===== config.mk =====
export PLATFORM = sky130hd
export DESIGN_NAME = gpio_mmio_ctrl
export DESIGN_NICKNAME = d
export VERILOG_FILES = /design/src/rtl/gpio_pkg.sv /design/src/rtl/gpio_lane_map.sv /design/src/rtl/gpio_sync.sv /design/src/rtl/gpio_out_latch.sv /design/src/rtl/gpio_dir_reg.sv /design/src/rtl/gpio_mmio_ctrl.sv
export SDC_FILE = /design/constraint.sdc
export NUM_CORES = 1
export LEC_CHECK = 0
export BUFFER_PORTS_ARGS = -buffer_cell sky130_fd_sc_hd__buf_4
export CORE_AREA = 3 3 121 146
export CTS_CLUSTER_SIZE = 28
export DETAILED_ROUTE_END_ITERATION = 8
export DIE_AREA = 0 0 124 149
export SYNTH_ARGS = -nofsm -noshare
export SYNTH_HDL_FRONTEND = slang
export SYNTH_HIERARCHICAL = 1
export SYNTH_SLANG_ARGS = --single-unit

===== constraint.sdc =====
create_clock -name clk -period 2.5 [get_ports clk]
set_input_delay 0.5 -clock clk [delete_from_list [all_inputs] [get_ports clk]]
set_output_delay 0.5 -clock clk [all_outputs]
set_load 0.01 [all_outputs]

===== src/rtl/gpio_pkg.sv =====
package gpio_pkg;

  typedef enum logic [1:0] {
    REG_DATA = 2'd0,
    REG_SET  = 2'd1,
    REG_CLR  = 2'd2,
    REG_DIR  = 2'd3
  } gpio_reg_e;

  localparam int OUT_DATA_ONLY = 0;
  localparam int OUT_SET_CLR   = 1;
  localparam int OUT_SEPARATE  = 2;

endpackage


===== src/rtl/gpio_lane_map.sv =====
module gpio_lane_map #(
  parameter int WIDTH   = 32,
  parameter bit BIT_BE  = 1'b0,
  parameter bit BYTE_BE = 1'b0,
  parameter bit TO_PINS = 1'b1
) (
  input  logic [WIDTH-1:0] d,
  output logic [WIDTH-1:0] q
);
  localparam int NBYTES = WIDTH / 8;

  logic [WIDTH-1:0] swap_in, swap_out, rev_in, rev_out;

  generate
    if (TO_PINS) begin : g_to_pins
      assign swap_in = d;
      assign rev_in  = swap_out;
      assign q       = rev_out;
    end else begin : g_to_bus
      assign rev_in  = d;
      assign swap_in = rev_out;
      assign q       = swap_out;
    end

    for (genvar k = 0; k < NBYTES; k++) begin : g_byte
      if (BYTE_BE) begin : g_swap
        assign swap_out[8*k +: 8] = swap_in[8*(NBYTES-1-k) +: 8];
      end else begin : g_keep
        assign swap_out[8*k +: 8] = swap_in[8*k +: 8];
      end
    end

    for (genvar b = 0; b < WIDTH; b++) begin : g_bit
      if (BIT_BE) begin : g_rev
        assign rev_out[b] = rev_in[WIDTH-1-b];
      end else begin : g_fwd
        assign rev_out[b] = rev_in[b];
      end
    end
  endgenerate
endmodule


===== src/rtl/gpio_sync.sv =====
module gpio_sync #(
  parameter int WIDTH = 32
) (
  input  logic             clk,
  input  logic             rst,
  input  logic [WIDTH-1:0] async_in,
  output logic [WIDTH-1:0] sync_out
);
  logic [WIDTH-1:0] meta_q;

  always_ff @(posedge clk) begin
    if (rst) begin
      meta_q   <= '0;
      sync_out <= '0;
    end else begin
      meta_q   <= async_in;
      sync_out <= meta_q;
    end
  end
endmodule


===== src/rtl/gpio_out_latch.sv =====
module gpio_out_latch #(
  parameter int WIDTH     = 32,
  parameter int OUT_MODEL = 0
) (
  input  logic             clk,
  input  logic             rst,
  input  logic             wr_data,
  input  logic             wr_set,
  input  logic             wr_clr,
  input  logic [WIDTH-1:0] val,
  output logic [WIDTH-1:0] latch_q
);
  import gpio_pkg::*;

  logic [WIDTH-1:0] raise_m, drop_m, nxt;

  always_comb begin
    raise_m = wr_set ? val : '0;
    drop_m  = wr_clr ? val : '0;
    nxt     = latch_q;
    case (OUT_MODEL)
      OUT_DATA_ONLY: if (wr_data) nxt = val;
      OUT_SET_CLR:   nxt = (latch_q | raise_m) & ~drop_m;
      default:       if (wr_set) nxt = val;
    endcase
  end

  always_ff @(posedge clk) begin
    if (rst) latch_q <= '0;
    else     latch_q <= nxt;
  end
endmodule


===== src/rtl/gpio_dir_reg.sv =====
module gpio_dir_reg #(
  parameter int WIDTH   = 32,
  parameter bit IN_HIGH = 1'b0
) (
  input  logic             clk,
  input  logic             rst,
  input  logic             wr,
  input  logic [WIDTH-1:0] val,
  output logic [WIDTH-1:0] dir_q,
  output logic [WIDTH-1:0] oe_q
);
  localparam logic [WIDTH-1:0] DIR_RESET = IN_HIGH ? '1 : '0;

  always_ff @(posedge clk) begin
    if (rst) begin
      dir_q <= DIR_RESET;
      oe_q  <= '0;
    end else if (wr) begin
      dir_q <= val;
      oe_q  <= IN_HIGH ? ~val : val;
    end
  end
endmodule


===== src/rtl/gpio_mmio_ctrl.sv =====
module gpio_mmio_ctrl #(
  parameter int WIDTH       = 32,
  parameter int OUT_MODEL   = 0,
  parameter bit HAS_OUT_DIR = 1'b1,
  parameter bit HAS_IN_DIR  = 1'b0,
  parameter bit READBACK    = 1'b0,
  parameter bit BIT_BE      = 1'b0,
  parameter bit BYTE_BE     = 1'b0
) (
  input  logic             clk,
  input  logic             rst,
  input  logic             bus_wr,
  input  logic             bus_rd,
  input  logic [1:0]       bus_addr,
  input  logic [WIDTH-1:0] bus_wdata,
  output logic [WIDTH-1:0] bus_rdata,
  input  logic [WIDTH-1:0] pad_in,
  output logic [WIDTH-1:0] pad_out,
  output logic [WIDTH-1:0] pad_oe
);
  import gpio_pkg::*;

  localparam bit HAS_SET_REG = (OUT_MODEL != OUT_DATA_ONLY);
  localparam bit SET_VISIBLE = READBACK && HAS_SET_REG;

  generate
    if (!(WIDTH == 8 || WIDTH == 16 || WIDTH == 32 || WIDTH == 64)) begin : g_bad_width
      $error("gpio_mmio_ctrl: WIDTH must be 8, 16, 32 or 64");
    end
    if (HAS_OUT_DIR && HAS_IN_DIR) begin : g_bad_dir
      $error("gpio_mmio_ctrl: output and input direction polarity both enabled");
    end
    if (BYTE_BE && WIDTH == 64) begin : g_bad_swap
      $error("gpio_mmio_ctrl: byte swap not available at 64 bits");
    end
    if (OUT_MODEL < 0 || OUT_MODEL > 2) begin : g_bad_model
      $error("gpio_mmio_ctrl: OUT_MODEL must be 0, 1 or 2");
    end
  endgenerate

  logic [WIDTH-1:0] wr_pins, rd_pins, rd_bus;
  logic [WIDTH-1:0] sync_q, latch_q, dir_q, oe_q;
  logic             wr_data, wr_set, wr_clr;

  assign wr_data = bus_wr && (bus_addr == REG_DATA);
  assign wr_set  = bus_wr && (bus_addr == REG_SET);
  assign wr_clr  = bus_wr && (bus_addr == REG_CLR);

  gpio_lane_map #(
    .WIDTH(WIDTH), .BIT_BE(BIT_BE), .BYTE_BE(BYTE_BE), .TO_PINS(1'b1)
  ) u_wmap (
    .d(bus_wdata),
    .q(wr_pins)
  );

  gpio_sync #(.WIDTH(WIDTH)) u_sync (
    .clk(clk), .rst(rst), .async_in(pad_in), .sync_out(sync_q)
  );

  gpio_out_latch #(.WIDTH(WIDTH), .OUT_MODEL(OUT_MODEL)) u_latch (
    .clk(clk), .rst(rst),
    .wr_data(wr_data), .wr_set(wr_set), .wr_clr(wr_clr),
    .val(wr_pins), .latch_q(latch_q)
  );

  generate
    if (HAS_OUT_DIR || HAS_IN_DIR) begin : g_dir
      logic wr_dir;
      assign wr_dir = bus_wr && (bus_addr == REG_DIR);
      gpio_dir_reg #(.WIDTH(WIDTH), .IN_HIGH(HAS_IN_DIR)) u_dir (
        .clk(clk), .rst(rst), .wr(wr_dir), .val(wr_pins),
        .dir_q(dir_q), .oe_q(oe_q)
      );
    end else begin : g_nodir
      assign dir_q = '0;
      assign oe_q  = '1;
    end
  endgenerate

  always_comb begin
    case (bus_addr)
      REG_DATA: rd_pins = sync_q;
      REG_SET:  rd_pins = SET_VISIBLE ? ((oe_q & latch_q) | (~oe_q & sync_q)) : '0;
      REG_CLR:  rd_pins = '0;
      default:  rd_pins = dir_q;
    endcase
  end

  gpio_lane_map #(
    .WIDTH(WIDTH), .BIT_BE(BIT_BE), .BYTE_BE(BYTE_BE), .TO_PINS(1'b0)
  ) u_rmap (
    .d(rd_pins),
    .q(rd_bus)
  );

  always_ff @(posedge clk) begin
    if (rst)         bus_rdata <= '0;
    else if (bus_rd) bus_rdata <= rd_bus;
  end

  assign pad_out = latch_q;
  assign pad_oe  = oe_q;
endmodule


# After elaboration in Yosys (flattened, before gate mapping)
# Index checks and enable logic that the tools add are counted.
dict set report totals {
  reg_bits 160
  in_bits 70
  word_cells 13
}
dict set report classes {
  mux 1
  n_eq_ne 3
  reduce_logical 4
}
# op count
set ops {}
lappend ops {{32-bit one-hot mux with 2 select lines} 1}
lappend ops {{2-bit equality test, second input constant} 2}
lappend ops {{2-bit by 1-bit equality test with 1-bit output, second input constant} 1}
lappend ops {{1-bit logical AND} 2}
lappend ops {{2-bit zero test} 1}
lappend ops {{2-bit OR reduction} 1}

# Logic depth before layout (Yosys ltp)
dict set report depth {
  word_depth 3
  ltp_mapped 7
}

# By module
# The synthesis kept the hierarchy.
# module area_each_um2 n_inst cells_each
set by_module_without_submodules {}
lappend by_module_without_submodules {gpio_sync 1918.1 1 135}
lappend by_module_without_submodules {gpio_mmio_ctrl 1516.5 1 149}
lappend by_module_without_submodules {gpio_dir_reg 1403.8 1 135}
lappend by_module_without_submodules {gpio_out_latch 1163.6 1 103}
lappend by_module_without_submodules {gpio_lane_map 240.2 2 32}

# Least setup slack after synthesis
# No wires, ideal clock.
dict set report synth_timing {
  path_kind {in2reg}
  start {input bus_addr[0]}
  end {register bus_rdata[0]}
  n_path_buf 3
  cell_stages 7
  required_ns 2.372
  t_arrival_ns 1.368
  path_slack_ns 1.005
  cell_sequence {and2_4 buf_6 buf_8 a22o_1 buf_4 mux2i_1 nor2_1}
}
dict set report synth_via {
  elab_chain_len 3
}
# element line
set synth_rtl {}
lappend synth_rtl {{start, declared} gpio_mmio_ctrl.sv:14} ;# input logic [1:0] bus_addr,
lappend synth_rtl {{2-bit by 1-bit equality test with 1-bit output or 2-bit equality test (tied branches)} gpio_mmio_ctrl.sv:81} ;# case (bus_addr)
lappend synth_rtl {{2-bit OR reduction (no source line)} n/a}
lappend synth_rtl {{32-bit one-hot mux with 2 select lines (*)} gpio_mmio_ctrl.sv:81}
lappend synth_rtl {{via rd_pins[0]} gpio_mmio_ctrl.sv:41} ;# logic [WIDTH-1:0] wr_pins, rd_pins, rd_bus;
lappend synth_rtl {{end signal, assigned} gpio_mmio_ctrl.sv:98} ;# else if (bus_rd) bus_rdata <= rd_bus;
lappend synth_rtl {{end, declared} gpio_mmio_ctrl.sv:16} ;# output logic [WIDTH-1:0] bus_rdata,
# The timed path passes the listed nets; every way through them passes the cells marked *.
# A chain may end at the register's enable or synchronous reset.

==> results.txt <==
Setup WS post-layout: 1010 ps
Ant diodes: 0
Worst reg2reg path depth: 3
Crit path max fanout: 3
Crit path buffers/inverters: 1
Status: complete, no violations
First-pass GRT wire length: 20.43 mm
Worst endpoint required time: 2000 ps
1st-iter DRT viols: 125
Detailed Place HPWL: 9.285 mm
Yosys warns: 6
Crit path arrival time: 990 ps
Critical path depth: 1
Max incr delay on CP: 420 ps
P&R area growth vs syn: 18.04%
Post-cts hold buffer count: 0
Crit path to: pad_oe[16]
Worst relative slew slack: 60.26%
Leakage power: 3.317 nW
Share of total power in combinational logic: 7.7%
CTS tree: done
GR Overflow Total: 0
Hold WC Path Type: in -> reg
Clock Tree Root: clkbuf_16
Crit share post-route: 59.62%
Max VDD drop: 605.0 uV
Share of cells above drive strength 1: 40.94%
Post-CTS Setup Repair Bufs: 0
Placement Rows: 51
Worst Skew: 6.462 ps
Die area: 18480 um^2
Switch Pwr: 1.299 mW
Worst-path clk slew: 70 ps
Slowest CP cell: dfxtp_1
Clk pwr share: 46.0%
CP Launch Point: g_dir.u_dir/dir_q[16]
Setup violations, final: 0
F_max: 670.9 MHz
Clock sinks: 160
Gates resized, CTS repair: 0
Final hold slack: 295.1 ps
Final Hold Viols: 0
TritonRoute pass-1 iters: 5
Total Wirelength: 13.40 mm
Vias: 3955
Final Power: 5.792 mW
Clk buf depth: 2
Family with the most delay on the worst path: flip-flops
Crit path capture type: output port
Die Y-Extent: 149 um
Post-Route Setup TNS: 0 ps
IO Pins: 166
Syn Inst Count: 583
WL per Instance: 15.42 um
Antenna violations before repair: 0
Placer Congestion: 0.7314
Vias in the first global route: 3914
Dpl ws: 837.0 ps
PwrDens: 759.0 nW/um^2
Post-synthesis net count: 653
P_int: 4.493 mW
Avg Inst Size Synth: 11.09 um^2
# H-tree levels: 4
Critical path startpoint category: register
Via density: 4.551
WS Path Type: reg -> out
Chip Width: 124 um
Final nets: 714
Unrepaired setup endpoints after global routing: false
Worst-margin pin slew: 596.1 ps
CORE AREA: 16340 um^2
Pin count of the biggest net entering global routing: 59
R2r setup slk: 1590 ps
Sw frac: 22.42%
CP cell instances: buf_4
Sequential share of power: 46.3%
Crit path time final: 1490 ps
Residual DRC: 0
Max-cap check violation count: 0
R2r endpoint: bus_rdata[16]
Port bufs: 165
Starting Density: 39.58%
Worst r2r src: g_dir.u_dir/dir_q[16]
Worst-Skew Late Latency: 410 ps
GRT Util Overall: 14.42%
Antenna viol nets, final: 0
CTS buffer count: 17
Cell area after synthesis: 6465 um^2
Max-slew violation count: 0
## placed cells by master (no fill, tap or decap)
master and count:
nor2_4 1, clkinvlp_4 2, a22o_1 32, clkinv_4 2, mux2i_1 96, clkinv_2 2
and3_2 1, buf_12 4, and2_4 1, bufinv_16 3, dfxtp_1 160, buf_6 1
nor2_1 96, nor2b_1 4, nor2b_2 60, clkbuf_16 17, inv_8 1, buf_4 168
inv_6 4, clkbuf_8 1, nor3b_2 1
## per-layer routing
layer | wire length (um) | global-route usage, % | vias up
li1 | - | - | 1938
met1 | 5780 | 18.03 | 1876
met2 | 6356 | 22.76 | 129
met3 | 1085 | 5.804 | 12
met4 | 178 | 4.493 | 0
met5 | 0 | 0 | -
## worst min-delay path by stage
| stage | endpoint | start | depth (start not counted) | slack, ps |
|---|---|---|---|---|
| finish | u_sync/meta_q[12] | pad_in[12] | 2 | 300 |
| global route | u_sync/meta_q[12] | pad_in[12] | 2 | 270 |
| CTS | u_sync/meta_q[12] | pad_in[12] | 2 | 270 |
| detailed placement | u_sync/sync_out[18] | u_sync/meta_q[18] | 1 | 420 |
| global placement | u_sync/sync_out[26] | u_sync/meta_q[26] | 1 | 420 |
| floorplan | u_sync/sync_out[29] | u_sync/meta_q[29] | 1 | 410 |
## sequential cells by signal (all words and copies together) (netlist names)
name / count
g_dir.u_dir/dir_q: 32
bus_rdata: 32
u_latch/latch_q: 32
u_sync/sync_out: 32
u_sync/meta_q: 32
## cell type report
| type | instances | area (um^2) |
|---|---|---|
| clock buffer | 18 | 439.2 |
| clock inverter | 14 | 178.9 |
| fill | 1531 | 8705 |
| multi-input combinational | 292 | 2192 |
| sequential | 160 | 3203 |
| tap | 212 | 265.3 |
| timing repair buffer | 173 | 1353 |
## power groups by stage
stage / Clock (mW) / Combinational, mW / Sequential, mW
2_1_floorplan: 0 / 0.345 / 2.74
3_3_place_gp: 0 / 0.443 / 2.74
3_5_place_dp: 0 / 0.451 / 2.74
4_1_cts: 2.74 / 0.453 / 2.68
5_1_grt: 2.84 / 0.485 / 2.69
6_report: 2.67 / 0.445 / 2.68
## through the flow
step / std cells / area, um^2 / util [%]
after detailed placement: 837 / 7013 / 42.93
after global routing: 869 / 7631 / 46.71
after global placement: 837 / 7013 / 42.93
after CTS: 869 / 7631 / 46.71
after floorplan: 583 / 6465 / -
final: 869 / 7631 / 46.71
No activity file was read; power rests on OpenSTA's default activity.
